[src/rtl/pwr_seq4_pkg.sv]
`timescale 1ns/1ps
package pwr_seq4_pkg;
  typedef enum logic [3:0] {
    S_WAIT_START,
    S_PU_DLY,
    S_PU_BLANK,
    S_PU_DONE,
    S_PD_DLY,
    S_SET_FAULT,
    S_CLR_FAULT,
    S_WAIT_ALL_OK
  } seq_state_e;
endpackage

[src/rtl/pwr_seq4_sync.sv]
`timescale 1ns/1ps
// Multi-stage synchronizer for asynchronous inputs.
module pwr_seq4_sync #(
  parameter int W = 1,
  parameter int STAGES = 2,
  parameter logic [W-1:0] RST_VAL = '0
) (
  input  logic         clk,
  input  logic         rst,
  input  logic [W-1:0] d,
  output logic [W-1:0] q
);
  logic [W-1:0] stg [STAGES];

  genvar s;
  generate
    for (s = 0; s < STAGES; s++) begin : g_stage
      if (s == 0) begin : g_first
        always_ff @(posedge clk) begin
          if (rst) stg[s] <= RST_VAL;
          else     stg[s] <= d;
        end
      end else begin : g_next
        always_ff @(posedge clk) begin
          if (rst) stg[s] <= RST_VAL;
          else     stg[s] <= stg[s-1];
        end
      end
    end
  endgenerate

  assign q = stg[STAGES-1];
endmodule

[src/rtl/pwr_seq4_timer.sv]
`timescale 1ns/1ps
// Down counter: load N on state entry, done after N+1 cycles.
module pwr_seq4_timer #(
  parameter int DW = 16
) (
  input  logic          clk,
  input  logic          rst,
  input  logic          load,
  input  logic [DW-1:0] load_val,
  output logic          done
);
  logic [DW-1:0] cnt;

  always_ff @(posedge clk) begin
    if (rst)              cnt <= '0;
    else if (load)        cnt <= load_val;
    else if (cnt != '0)   cnt <= cnt - 1'b1;
  end

  assign done = (cnt == '0);
endmodule

[src/rtl/pwr_seq4_lowmon.sv]
`timescale 1ns/1ps
// Measures how long the synchronized request has been low.
module pwr_seq4_lowmon #(
  parameter int DW = 16
) (
  input  logic          clk,
  input  logic          rst,
  input  logic          up_s,
  input  logic [DW-1:0] limit,
  output logic          low_long
);
  logic [DW-1:0] low_cnt;

  always_ff @(posedge clk) begin
    if (rst || up_s)        low_cnt <= '0;
    else if (low_cnt != '1) low_cnt <= low_cnt + 1'b1;
  end

  assign low_long = !up_s && (low_cnt >= limit);
endmodule

[src/rtl/pwr_seq4.sv]
`timescale 1ns/1ps
module pwr_seq4
  import pwr_seq4_pkg::*;
#(
  parameter int RAILS = 4,
  parameter int DW = 16,
  parameter int SYNC_STAGES = 2
) (
  input  logic                clk,
  input  logic                rst,
  input  logic                up_req,
  input  logic [RAILS-1:0]    uv_ok,
  input  logic                flt_sense,
  input  logic [RAILS*DW-1:0] step_dly,
  input  logic [DW-1:0]       blank_dly,
  input  logic [DW-1:0]       hold_dly,
  input  logic [DW-1:0]       ud_tmo,
  output logic [RAILS-1:0]    en,
  output logic                seq_done,
  output logic                flt_n
);
  localparam int IW = (RAILS > 1) ? $clog2(RAILS) : 1;
  localparam logic [IW-1:0] LAST = IW'(RAILS - 1);

  logic             up_s, flt_s;
  logic [RAILS-1:0] uv_s;

  pwr_seq4_sync #(.W(1), .STAGES(SYNC_STAGES), .RST_VAL(1'b0)) u_sync_up (
    .clk(clk), .rst(rst), .d(up_req), .q(up_s));
  pwr_seq4_sync #(.W(RAILS), .STAGES(SYNC_STAGES), .RST_VAL('0)) u_sync_uv (
    .clk(clk), .rst(rst), .d(uv_ok), .q(uv_s));
  pwr_seq4_sync #(.W(1), .STAGES(SYNC_STAGES), .RST_VAL(1'b1)) u_sync_flt (
    .clk(clk), .rst(rst), .d(flt_sense), .q(flt_s));

  seq_state_e       st, nxt;
  logic [IW-1:0]    idx, nidx;
  logic [RAILS-1:0] good;
  logic             ld, t_done, ud_ok, go_flt, en_set, en_clr, good_set, uv_lost;
  logic [DW-1:0]    ldv;

  pwr_seq4_timer #(.DW(DW)) u_timer (
    .clk(clk), .rst(rst), .load(ld), .load_val(ldv), .done(t_done));

  pwr_seq4_lowmon #(.DW(DW)) u_lowmon (
    .clk(clk), .rst(rst), .up_s(up_s), .limit(ud_tmo), .low_long(ud_ok));

  function automatic logic [DW-1:0] step_of(input logic [IW-1:0] i);
    return step_dly[int'(i)*DW +: DW];
  endfunction

  assign uv_lost = |(good & ~uv_s);

  always_comb begin
    nxt      = st;
    nidx     = idx;
    ld       = 1'b0;
    ldv      = '0;
    go_flt   = 1'b0;
    en_set   = 1'b0;
    en_clr   = 1'b0;
    good_set = 1'b0;
    case (st)
      S_WAIT_START: begin
        if (!flt_s) go_flt = 1'b1;
        else if (up_s) begin
          nxt = S_PU_DLY; nidx = '0; ld = 1'b1; ldv = step_of('0);
        end
      end
      S_PU_DLY: begin
        if (!flt_s || uv_lost) go_flt = 1'b1;
        else if (t_done) begin
          nxt = S_PU_BLANK; ld = 1'b1; ldv = blank_dly; en_set = 1'b1;
        end
      end
      S_PU_BLANK: begin
        if (!flt_s || uv_lost) go_flt = 1'b1;
        else if (t_done) begin
          if (!uv_s[idx]) go_flt = 1'b1;
          else begin
            good_set = 1'b1;
            if (idx == LAST) nxt = S_PU_DONE;
            else begin
              nidx = idx + 1'b1; nxt = S_PU_DLY; ld = 1'b1; ldv = step_of(idx + 1'b1);
            end
          end
        end
      end
      S_PU_DONE: begin
        if (!flt_s || uv_lost) go_flt = 1'b1;
        else if (!up_s) begin
          nxt = S_PD_DLY; nidx = LAST; ld = 1'b1; ldv = step_of(LAST); en_clr = 1'b1;
        end
      end
      S_PD_DLY: begin
        if (!flt_s) go_flt = 1'b1;
        else if (t_done) begin
          if (idx == '0) nxt = S_WAIT_START;
          else begin
            nidx = idx - 1'b1; ld = 1'b1; ldv = step_of(idx - 1'b1); en_clr = 1'b1;
          end
        end
      end
      S_SET_FAULT:   if (t_done) nxt = ud_ok ? S_WAIT_ALL_OK : S_CLR_FAULT;
      S_CLR_FAULT:   if (ud_ok) nxt = S_WAIT_ALL_OK;
      S_WAIT_ALL_OK: if (flt_s) nxt = S_WAIT_START;
      default:       nxt = S_WAIT_START;
    endcase
    if (go_flt) begin
      nxt = S_SET_FAULT; ld = 1'b1; ldv = hold_dly;
      en_set = 1'b0; en_clr = 1'b0; good_set = 1'b0;
    end
  end

  always_ff @(posedge clk) begin
    if (rst) begin
      st       <= S_WAIT_START;
      idx      <= '0;
      good     <= '0;
      en       <= '0;
      seq_done <= 1'b0;
      flt_n    <= 1'b1;
    end else begin
      st  <= nxt;
      idx <= nidx;
      if (nxt == S_SET_FAULT)      en <= '0;
      else if (en_set)             en[idx] <= 1'b1;
      else if (en_clr)             en[nidx] <= 1'b0;
      if (nxt == S_SET_FAULT || nxt == S_PD_DLY) good <= '0;
      else if (good_set)                         good[idx] <= 1'b1;
      seq_done <= (nxt == S_PU_DONE);
      flt_n    <= !(nxt == S_SET_FAULT || nxt == S_CLR_FAULT);
    end
  end
endmodule

[config.mk]
export PLATFORM = sky130hd
export DESIGN_NAME = pwr_seq4
export DESIGN_NICKNAME = d
export VERILOG_FILES = /design/src/rtl/pwr_seq4_pkg.sv /design/src/rtl/pwr_seq4_sync.sv /design/src/rtl/pwr_seq4_timer.sv /design/src/rtl/pwr_seq4_lowmon.sv /design/src/rtl/pwr_seq4.sv
export SDC_FILE = /design/constraint.sdc
export NUM_CORES = 1
export LEC_CHECK = 0
export BUFFER_PORTS_ARGS = -buffer_cell sky130_fd_sc_hd__buf_4
export CAP_MARGIN = 30
export CELL_PAD_IN_SITES_DETAIL_PLACEMENT = 1
export CELL_PAD_IN_SITES_GLOBAL_PLACEMENT = 1
export CORE_UTILIZATION = 44
export CTS_BUF_LIST = sky130_fd_sc_hd__clkbuf_4 sky130_fd_sc_hd__clkbuf_8
export CTS_CLUSTER_SIZE = 30
export DETAILED_ROUTE_END_ITERATION = 10
export GPL_TIMING_DRIVEN = 0
export PLACE_DENSITY_LB_ADDON = 0.3
export SYNTH_ARGS = -nofsm -noshare
export SYNTH_HDL_FRONTEND = slang
export SYNTH_SLANG_ARGS = --single-unit
[constraint.sdc]
create_clock -name clk -period 7.8 [get_ports clk]
set_input_delay 2.34 -clock clk [delete_from_list [all_inputs] [get_ports clk]]
set_output_delay 2.34 -clock clk [all_outputs]
set_load 0.05 [all_outputs]
==> results.md <==
* Design area at 5954 µm²
* Final Skew at 0.008179 ns
* Die Y at 105.0 µm
* Crit path cell chain: buf_4 > inv_1 > ha_1 > a21oi_1 > o21ai_0 > a2111oi_0 > o22ai_1 > a2111oi_0 > xor2_1 > o21ai_0
* Diodes inserted at 0
* WS Path Type: in -> reg
* CTS sink count at 60
* Synth cell types at 60
* Xor/xnor share of the synthesized area at 3.754%
* Die ar. at 11020 µm²
* Largest net degree at the start of global routing at 11
* Layout Area Growth over Synthesis at 27.62%
* Synthesized flop and latch total at 60
* CTS Buf Count at 9
* Reg2reg start: idx[0]
* DPL Wire Length at 12850 µm
* Routed vias/inst at 6.138
* CTS root buffer: clkbuf_8
* Global-route wire length before repair at 25560 µm
* Avg Cell Area, Syn at 8.737 µm²
* Worst Path Arrival at 4.91 ns
* DRC errors left at 0
* # setup viols final at 0
* Top-count cell post-synth: dfxtp_1
* Start point of the critical path: ud_tmo[9]
* Type of origin of the critical path: primary input
* Syn Nets at 678
* Clock power frac at 23.4%
* Tightest Pin Transition at 0.9943 ns
* Gate power share at 39.0%
* Drt wl/cell at 19.88 µm
* Critical-path top delay cell: a2111oi_0
* Buf/Inv on CP at 2
* Yosys top cell by area: dfxtp_1
* Routability Congestion at 0.8788
* Required @ worst endpoint at 8.04 ns
* Fraction of the mapped netlist area in adder cells at 6.436%
* Mux share of post-synthesis cell area at 16.57%
* Routed wire length at 16100 µm
* Delay-heaviest family, CP: compound AO/OA/AOI/OAI gates
* Compound-Gate Fraction of Synth Area at 20.33%
* Final Net Count at 815
* Synthesized instance count at 534
* I/O pin total at 126
* Sequential area share after synthesis at 25.74%
* Power density over the cells at 173.6 nW/µm²
* DIE WIDTH at 105.0 µm
* Post-CTS Setup Inserts at 0
* Worst Path Max Fanout at 3
* Vias at 4972
* Max Fclk at 213.8 MHz
* DR pass1 iterations at 5
* Port Buffers at 125
* Rows at 37
* Final hold vios at 0
* Net Sw Frac at 36.84%
* Final Cycle Share at 59.96%
* Reg2Reg Setup Slack at 3.29 ns
* Worst-skew pair later-pin latency at 0.35 ns
* CTS H-tree lvls at 3
* Switching pwr at 380.9 µW
* Initial antenna violation count at 0
* Top cell type's share of synthesized area at 25.74%
* Remaining antenna violation count at 0
* DP Worst Slack at 2.749 ns
* Maximum clock insertion buffer count at 2
* Number of flops mapped to enable cells by yosys at 0
* Placed Area at 5794 µm²
* Tot GR Track Use at 29.67%
* Worst reg2reg path endpoint: u_timer.cnt[15]
* Slew Limit Headroom at 32.00%
* Gr ovfl total at 0
* Critical Path Max Stage Delay at 0.88 ns
* Combinational family with the most area after synthesis: simple AND/OR/NAND/NOR gates
* Hold WC Path Type: reg -> reg
* Slew Viols, Final at 0
* Tmin final at 4.677 ns
* Crit end category: flip-flop
* Ranking of synthesized cells by area: dfxtp_1 (26%), mux4_2 (16%), ha_1 (6.4%)
* Worst Setup Slack, final at 3.123 ns
* Max-cap violations at 0
* Synthesized area at 4666 µm²
* Hold-fix buffers, CTS at 0
* RSZ-0062 raised after global routing: false
* Async SR Flop Fraction at 0%
* Worst IR Drop VDD at 0.1393 mV
* Post-synth top cells: dfxtp_1 (60), nand2_1 (47), inv_1 (39), nor2_1 (38), mux4_2 (33)
* CTS tree: built
* Status: completed
* Core ar. at 10320 µm²
* Setup TNS at 0 ns
* CTS resizes at 0
* FF-to-FF path depth at 10
* Post-Synth Simple-Gate Area at 21.37%
* Static Leak at 2.417 nW
* Initial Utilization at 45.19%
* Vias in the first global route at 5048
* CP Depth at 10
* Clk slew on worst S/H paths at 0.07 ns
* Tot Pwr at 1.034 mW
* Layout cells sized above 1 at 28.78%
* DRT iter0 DRCs at 263
* Ys Warns at 0
* Worst Setup EP: flt_n
* Int Pwr at 653.0 µW
* Sequential power share at 37.6%
* Synth Flop Type: dfxtp_1
[final cells by class]
type	instances	area (µm²)
well taps	136	170.2
flip-flops and latches	60	1201
multi-input cells	407	3211
inverters	39	146.4
clock inverters	3	15.01
repair buffers	126	945.9
clock buffers	11	145.1
fillers	1250	4369
plain buffers	28	120.1
[power groups by stage]
stage	clock network, mW	logic (mW)	registers (mW)
final	0.242	0.404	0.389
after global routing	0.262	0.441	0.394
after CTS	0.249	0.401	0.387
after detailed placement	0	0.395	0.393
after global placement	0	0.380	0.390
after floorplan	0	0.276	0.383
[state kept, by name (all words and copies together), names as in the netlist]
register and flops:
u_sync_uv.stg 8, u_sync_up.stg 2, idx 2, u_lowmon.low_cnt 16
flt_n 1, seq_done 1, en 4, st 4
good 4, u_sync_flt.stg 2, u_timer.cnt 16
[kinds of logic (layout without fill, tap and decap cells)]
family | Yosys count | in the layout
fa+ha+maj | 24 | 24
xor+xnor | 20 | 20
buf+inv | 67 | 207
flops | 60 | 60
simple gates | 186 | 186
other cells | 1 | 1
mux | 36 | 36
compound gates | 140 | 140
[layout by cell type (no fill, tap or decap), types with 13 or more instances in the layout]
cell and n:
nor2_1 38, a22oi_1 14, dfxtp_1 60, nand2_1 47, nand3_1 17, a21oi_1 25
ha_1 24, a221oi_1 14, xor2_1 13, o21ai_0 27, nor2b_1 15, mux4_2 33
inv_1 39, clkbuf_1 16, nor3_1 13, buf_4 126, a31oi_1 17
[worst register-to-register path, cell delays in order, from the launching register on]
cell       delay [ns]
dfxtp_1          0.41
buf_2            0.31
buf_1            0.68
inv_1            0.20
ha_1             0.36
nor3b_1          0.35
nand3_1          0.37
o21ai_1          0.51
nor4_4           0.15
a2111oi_0        0.91
a211oi_1         0.10
[how the worst min path moves through the flow]
stage,end,depth (start not counted),slack (ns),start
CTS,u_sync_flt.stg[1],1,0.41,u_sync_flt.stg[0]
detailed placement,u_sync_flt.stg[1],1,0.40,u_sync_flt.stg[0]
global placement,u_sync_flt.stg[1],1,0.39,u_sync_flt.stg[0]
floorplan,u_sync_flt.stg[1],1,0.39,u_sync_flt.stg[0]
finish,u_sync_flt.stg[1],1,0.41,u_sync_flt.stg[0]
global route,u_sync_flt.stg[1],1,0.42,u_sync_flt.stg[0]
[metrics by stage]
stage | instances | hold WS (ns) | utilization (%)
2_1_floorplan | 534 | 0.3895 | -
3_3_place_gp | 795 | 0.3915 | 55.93
3_5_place_dp | 796 | 0.3983 | 56.13
4_1_cts | 810 | 0.4133 | 57.68
5_1_grt | 810 | 0.4233 | 57.68
6_report | 810 | 0.4092 | 57.68
[layer usage]
layer | vias to the layer above | wire, µm | global-route usage, %
met1 | 2453 | 6845 | 37.64
met5 | - | 0 | 0
met2 | 181 | 7866 | 49.24
met3 | 40 | 913 | 5.677
met4 | 0 | 478 | 12.47
li1 | 2298 | - | -
Power figures use the tool's default switching activity.
